**src/rtl/lzm_pkg.sv**
```systemverilog
package lzm_pkg;

    localparam int EXP_W    = 8;
    localparam int FRAC_W   = 23;
    localparam int FP_W     = 1 + EXP_W + FRAC_W;
    localparam int SIG_W    = FRAC_W + 1;
    localparam int PROD_W   = 2 * SIG_W;
    localparam int EXP_MAX  = (1 << EXP_W) - 1;
    localparam int BIAS     = (1 << (EXP_W - 1)) - 1;
    localparam int ESUM_W   = EXP_W + 3;

    localparam int OPC_W    = 9;
    localparam int LONG_OFS = 256;

    // per-generation short codes; long form adds LONG_OFS
    localparam int G0_LMAC  = 6;
    localparam int G0_LMUL  = 7;
    localparam int G0_SMUL  = 8;
    localparam int G1_LMUL  = 4;
    localparam int G1_SMUL  = 5;

    localparam logic [FP_W-1:0] QNAN = {1'b0, {EXP_W{1'b1}}, 1'b1, {(FRAC_W-1){1'b0}}};

    typedef enum logic [1:0] {
        OP_NONE = 2'd0,
        OP_LMUL = 2'd1,
        OP_LMAC = 2'd2,
        OP_SMUL = 2'd3
    } op_e;

    typedef struct packed {
        op_e                       op;
        logic                      sign;
        logic                      any_zero;
        logic                      any_inf;
        logic                      any_nan;
        logic signed [ESUM_W-1:0]  esum;
        logic [PROD_W-1:0]         prod;
    } raw_t;

    typedef struct packed {
        logic            vld;
        logic            wr;
        logic [FP_W-1:0] res;
    } res_t;

    // exponent field of zero: true zero or denormal (flushed)
    function automatic logic fp_is_zero(input logic [FP_W-1:0] x);
        return x[FP_W-2 -: EXP_W] == '0;
    endfunction

endpackage

```
**src/rtl/lzm_decode.sv**
```systemverilog
module lzm_decode
    import lzm_pkg::*;
(
    input  logic             gen_i,
    input  logic [OPC_W-1:0] opc_i,
    output op_e              op_o
);

    function automatic logic hit(input logic [OPC_W-1:0] o, input int code);
        return (o == OPC_W'(code)) || (o == OPC_W'(LONG_OFS + code));
    endfunction

    always_comb begin
        op_o = OP_NONE;
        if (!gen_i) begin
            if (hit(opc_i, G0_LMAC))      op_o = OP_LMAC;
            else if (hit(opc_i, G0_LMUL)) op_o = OP_LMUL;
            else if (hit(opc_i, G0_SMUL)) op_o = OP_SMUL;
        end else begin
            if (hit(opc_i, G1_LMUL))      op_o = OP_LMUL;
            else if (hit(opc_i, G1_SMUL)) op_o = OP_SMUL;
        end
    end

    always_comb begin
        if (gen_i) begin
            AST_LATER_NO_MAC: assert (op_o != OP_LMAC);
        end
    end

endmodule

```
**src/rtl/lzm_unpack.sv**
```systemverilog
module lzm_unpack
    import lzm_pkg::*;
(
    input  op_e             op_i,
    input  logic [FP_W-1:0] a_i,
    input  logic [FP_W-1:0] b_i,
    output raw_t            raw_o
);

    logic [EXP_W-1:0]  ea_d, eb_d;
    logic [FRAC_W-1:0] fa_d, fb_d;
    logic [SIG_W-1:0]  sa_d, sb_d;
    logic              za_d, zb_d, ia_d, ib_d, na_d, nb_d;

    always_comb begin
        ea_d = a_i[FP_W-2 -: EXP_W];
        eb_d = b_i[FP_W-2 -: EXP_W];
        fa_d = a_i[FRAC_W-1:0];
        fb_d = b_i[FRAC_W-1:0];

        za_d = (ea_d == '0);
        zb_d = (eb_d == '0);
        ia_d = (ea_d == '1) && (fa_d == '0);
        ib_d = (eb_d == '1) && (fb_d == '0);
        na_d = (ea_d == '1) && (fa_d != '0);
        nb_d = (eb_d == '1) && (fb_d != '0);

        sa_d = {1'b1, fa_d};
        sb_d = {1'b1, fb_d};

        raw_o.op       = op_i;
        raw_o.sign     = a_i[FP_W-1] ^ b_i[FP_W-1];
        raw_o.any_zero = za_d | zb_d;
        raw_o.any_inf  = ia_d | ib_d;
        raw_o.any_nan  = na_d | nb_d;
        raw_o.esum     = ESUM_W'(ea_d) + ESUM_W'(eb_d) - ESUM_W'(BIAS);
        raw_o.prod     = PROD_W'(sa_d) * PROD_W'(sb_d);
    end

endmodule

```
**src/rtl/lzm_round.sv**
```systemverilog
module lzm_round
    import lzm_pkg::*;
(
    input  raw_t raw_i,
    output res_t res_o
);

    localparam int G_HI = PROD_W - 1 - SIG_W;
    localparam int G_LO = G_HI - 1;

    logic                     hi_d;
    logic [SIG_W-1:0]         keep_d;
    logic                     guard_d, sticky_d, inc_d;
    logic [SIG_W:0]           rnd_d;
    logic [1:0]               bump_d;
    logic signed [ESUM_W-1:0] efin_d;
    logic [FP_W-1:0]          norm_d;
    logic                     legacy_d;

    always_comb begin
        hi_d     = raw_i.prod[PROD_W-1];
        keep_d   = hi_d ? raw_i.prod[PROD_W-1 -: SIG_W] : raw_i.prod[PROD_W-2 -: SIG_W];
        guard_d  = hi_d ? raw_i.prod[G_HI] : raw_i.prod[G_LO];
        sticky_d = hi_d ? (|raw_i.prod[G_HI-1:0]) : (|raw_i.prod[G_LO-1:0]);
        inc_d    = guard_d & (sticky_d | keep_d[0]);
        rnd_d    = {1'b0, keep_d} + (SIG_W+1)'(inc_d);
        bump_d   = {1'b0, hi_d} + {1'b0, rnd_d[SIG_W]};
        efin_d   = raw_i.esum + $signed({{(ESUM_W-2){1'b0}}, bump_d});

        if (efin_d >= $signed(ESUM_W'(EXP_MAX))) begin
            norm_d = {raw_i.sign, {EXP_W{1'b1}}, {FRAC_W{1'b0}}};
        end else if (efin_d <= $signed(ESUM_W'(0))) begin
            norm_d = {raw_i.sign, {(FP_W-1){1'b0}}};
        end else begin
            norm_d = {raw_i.sign, efin_d[EXP_W-1:0], rnd_d[FRAC_W-1:0]};
        end

        legacy_d = (raw_i.op == OP_LMUL) || (raw_i.op == OP_LMAC);

        res_o = '0;
        if (raw_i.op != OP_NONE) begin
            res_o.vld = 1'b1;
            res_o.wr  = 1'b1;
            if (legacy_d && raw_i.any_zero) begin
                res_o.res = '0;
                res_o.wr  = (raw_i.op == OP_LMUL);
            end else if (raw_i.any_nan || (raw_i.any_inf && raw_i.any_zero)) begin
                res_o.res = QNAN;
            end else if (raw_i.any_inf) begin
                res_o.res = {raw_i.sign, {EXP_W{1'b1}}, {FRAC_W{1'b0}}};
            end else if (raw_i.any_zero) begin
                res_o.res = {raw_i.sign, {(FP_W-1){1'b0}}};
            end else begin
                res_o.res = norm_d;
            end
        end
    end

    always_comb begin
        if (res_o.vld && (res_o.res[FP_W-2 -: EXP_W] == '0)) begin
            AST_NO_DENORM_OUT: assert (res_o.res[FRAC_W-1:0] == '0);
        end
    end

endmodule

```
**src/rtl/lzm_mul_unit.sv**
```systemverilog
module lzm_mul_unit
    import lzm_pkg::*;
(
    input  logic             clk,
    input  logic             rst_n,
    input  logic             vld_i,
    input  logic             gen_i,
    input  logic [OPC_W-1:0] opc_i,
    input  logic [FP_W-1:0]  src_a_i,
    input  logic [FP_W-1:0]  src_b_i,
    output logic [FP_W-1:0]  prod_o,
    output logic             wr_en_o,
    output logic             res_vld_o
);

    typedef struct packed {
        raw_t s1;
        res_t s2;
    } pipe_t;

    op_e   dec_op;
    op_e   op_gated;
    raw_t  raw_now;
    res_t  res_now;
    pipe_t pipe_d, pipe_q;

    lzm_decode u_dec (
        .gen_i (gen_i),
        .opc_i (opc_i),
        .op_o  (dec_op)
    );

    assign op_gated = vld_i ? dec_op : OP_NONE;

    lzm_unpack u_unp (
        .op_i  (op_gated),
        .a_i   (src_a_i),
        .b_i   (src_b_i),
        .raw_o (raw_now)
    );

    lzm_round u_rnd (
        .raw_i (pipe_q.s1),
        .res_o (res_now)
    );

    always_comb begin
        pipe_d    = pipe_q;
        pipe_d.s1 = raw_now;
        pipe_d.s2 = res_now;
    end

    always_ff @(posedge clk or negedge rst_n) begin
        if (!rst_n) pipe_q <= '0;
        else        pipe_q <= pipe_d;
    end

    assign prod_o    = pipe_q.s2.res;
    assign wr_en_o   = pipe_q.s2.wr;
    assign res_vld_o = pipe_q.s2.vld;

    AST_WR_NEEDS_VLD: assert property (@(posedge clk) disable iff (!rst_n)
        wr_en_o |-> res_vld_o);

    AST_ACCEPT_LAT2: assert property (@(posedge clk) disable iff (!rst_n)
        (vld_i && dec_op != OP_NONE) |=> ##1 res_vld_o);

    AST_DROP_LAT2: assert property (@(posedge clk) disable iff (!rst_n)
        !(vld_i && dec_op != OP_NONE) |=> ##1 (!res_vld_o && !wr_en_o));

    AST_LEGACY_ZERO: assert property (@(posedge clk) disable iff (!rst_n)
        (vld_i && dec_op == OP_LMUL && (fp_is_zero(src_a_i) || fp_is_zero(src_b_i)))
        |=> ##1 (prod_o == '0 && wr_en_o && res_vld_o));

    AST_MAC_HOLD: assert property (@(posedge clk) disable iff (!rst_n)
        (vld_i && dec_op == OP_LMAC && (fp_is_zero(src_a_i) || fp_is_zero(src_b_i)))
        |=> ##1 (res_vld_o && !wr_en_o));

endmodule

```
**config.mk**
```make
export PLATFORM = sky130hd
export DESIGN_NAME = lzm_mul_unit
export DESIGN_NICKNAME = d
export VERILOG_FILES = /design/src/rtl/lzm_pkg.sv /design/src/rtl/lzm_decode.sv /design/src/rtl/lzm_unpack.sv /design/src/rtl/lzm_round.sv /design/src/rtl/lzm_mul_unit.sv
export SDC_FILE = /design/constraint.sdc
export NUM_CORES = 2
export LEC_CHECK = 0
export ABC_CLOCK_PERIOD_IN_PS = 15800
export BUFFER_PORTS_ARGS = -buffer_cell sky130_fd_sc_hd__buf_2
export CORE_ASPECT_RATIO = 1.25
export CORE_MARGIN = 1
export CORE_UTILIZATION = 25
export CTS_CLUSTER_DIAMETER = 120
export DETAILED_ROUTE_END_ITERATION = 7
export SYNTH_ARGS = -nofsm -noshare
export SYNTH_HDL_FRONTEND = slang
export SYNTH_SLANG_ARGS = --single-unit
```
**constraint.sdc**
```tcl
create_clock -name clk -period 15.8 [get_ports clk]
set_input_delay 1.58 -clock clk [delete_from_list [all_inputs] [get_ports clk]]
set_output_delay 1.58 -clock clk [all_outputs]
set_load 0.02 [all_outputs]
```
==> impl_metrics.ini <==
[worst_setup_path]
path_max_fanout = 21
arrival_ns = 8.98
crit_chain = buf_2, inv_1, nor2_1, fa_1, inv_1, fa_1, fa_1, fa_1, inv_1, fa_1, fa_1, inv_1, fa_1, inv_1, ha_1, a21oi_2, nor2_1, or4_1, a221o_1, o21a_2, o211ai_1, a21boi_0, xor2_1
worst_setup_path_end_kind = register
regToRegStartpoint = pipe_q[81]
crit_family = adder cells
reg2reg_slack_ns = 9.54
critPathSlowestCell = fa_1
crit_top_cell = fa_1
start_kind = input pin
cp_num_buf_inv = 6
criticalPathCategory = in2reg
critPathRequiredTime_ns = 16.03
worst-r2r-cell-count = 21
r2r-end = prod_o[10]
critPathMaxStageDelay_ns = 0.55

[worst_hold_path]
min_delay_path_depth = 1
hold_class = reg2reg
holdCritStartpoint = pipe_q[93]
whs_endpoint = prod_o[1]

[clock_network]
path_clk_slew_ns = 0.07
ctsLongestPathBuffers = 2
postCtsSetupBuffers = 0
clkLatencyLatePin_ns = 0.35
cts_resized = 0
root_buffer = clkbuf_16
cts_buffers = 9
cts_tree = done
postCtsHoldBufs = 0
cts-htree-levels = 3
clkSinkCount = 99

[yosys]
ys_types = 76
synth_simple_gate_area_share = 0.169
synth-seq-cells = 99
synth_top_area_share = 0.404
yosys.area_share.adder = 0.502
synthXorXnorAreaFrac = 0.0339
ys_warn_count = 0
synthCells = 2664
yosysSeqAreaShare = 0.103
synth_top_flop_cell = dfrtp_1
synth_area_leaders = fa_1 40%, dfrtp_1 10%, ha_1 9.8%, inv_1 9.5%, and2_1 6.3%
synth_compound_area_frac = 0.0610
synth_nets = 3412
synth_edf_count = 0
synth_top_area_cell = fa_1
synth_mux_area_frac = 0.00689
synth_top_family_by_area = adder cells
synth_area_per_cell_um2 = 9.00
async_reset_ff_frac = 1.00
netlist_area_um2 = 24000

[sta]
maxSlewHeadroom = 0.502
setup_viol = 0
finalCritPeriodShare = 0.554
rsz0062_at_grt = false
tns_ns = 0
slew_violations = 0
fmax_mhz = 114
layout_min_cycle_time_ns = 8.75
timing.hold.ws_ns = 0.458
clock_skew_ns = 0.00936
worst_pin_slew_ns = 0.747
final_hold_viol_count = 0

[detailed_routing]
via_per_inst = 4.44
first_iter_violations = 905
wl_per_cell_um = 16.6
antenna_left = 0
drcViolationCount = 0
dr_total_vias = 17500
dr.pass1.iters = 5
totalWireLength_um = 65200

[floorplanning]
die_w_um = 279
die_y_um = 348
die_area_um2 = 97100
core_area_um2 = 94700
start_util = 0.253
io_pins = 111
rows = 126

[cells_and_area]
mostFrequentLayoutCell = inv_1
layout_common_cells = 608 x inv_1, 484 x fa_1, 323 x nand2_1
fin_util = 0.273
nNetsFinal = 3396
syn_to_final_growth_pct = 7.79
fill_cells = 10100
final_layout_size_suffix_gt1_frac = 0.0641

[global_routing]
grt_first_pass_wirelength_um = 104000
grt.total_usage = 0.138
grt-ovfl-total = 0
grt_max_degree = 54
grt_pass1_vias = 18800
antenna_found_initial = 5

[run]
cap_violations = 0

[place]
dp_hpwl_um = 50700
place_congestion = 0.866
port_buffers = 109

[run_status]
status = finished, final reports clean
-- layout make-up --
class	count	area, um2	area share
multi-input combinational	1807	18500	0.717
sequential	99	2480	0.0959
inverter	612	2300	0.0889
tap	1280	1600	0.0620
timing repair buffer	119	623	0.0241
clock buffer	9	225	0.00872
clock inverter	6	96.3	0.00373
antenna	1	2.50	0.0000969
-- worst max path at each step --
| stage | start | end | slack (ns) | depth (start not counted) |
|---|---|---|---|---|
| after detailed placement | src_a_i[6] | pipe_q[80] | 6.68 | 23 |
| after CTS | src_a_i[6] | pipe_q[80] | 7.07 | 23 |
| final | src_a_i[6] | pipe_q[80] | 7.05 | 23 |
| after global routing | src_b_i[8] | pipe_q[79] | 6.78 | 25 |
| after floorplan | src_b_i[12] | pipe_q[66] | 7.84 | 25 |
| after global placement | src_a_i[7] | pipe_q[80] | 6.72 | 25 |
-- through the flow --
step / setup WS, ns / std cells / cell area [um2]
2_1_floorplan: 7.84 / 2664 / 24000
3_3_place_gp: 6.72 / 3917 / 25500
3_5_place_dp: 6.68 / 3917 / 25500
4_1_cts: 7.07 / 3932 / 25800
5_1_grt: 6.78 / 3932 / 25800
6_report: 7.05 / 3933 / 25800
-- kinds of logic after synthesis --
| group | after synthesis |
|---|---|
| compound gates | 217 |
| mux | 16 |
| flops | 99 |
| simple gates | 811 |
| buf+inv | 758 |
| fa+ha+maj | 671 |
| xor+xnor | 92 |
-- synth_stat cells (26+ instances only) --
library cell	number
ha_1	187
nand2_1	323
and2_1	242
a21oi_1	74
fa_1	484
buf_4	32
dfrtp_1	99
clkbuf_1	105
xnor2_1	56
o21ai_0	34
nand3_1	26
inv_1	608
nor4_1	28
xor2_1	35
nor2_1	96
-- layer usage --
metal,track usage,vias up,share of wire
met3,0.0211,121,0.064
met4,0.0511,6,0.039
li1,-,7936,-
met5,0,-,0.00067
met2,0.239,558,0.48
met1,0.173,8830,0.41
-- sequential cells by signal (all words and copies together), names as in the netlist --
signal and count:
pipe_q 65, prod_o 32, res_vld_o 1, wr_en_o 1
Power is not shown: default switching activity piles up to over one toggle a cycle in this logic, so the estimate is an artifact.
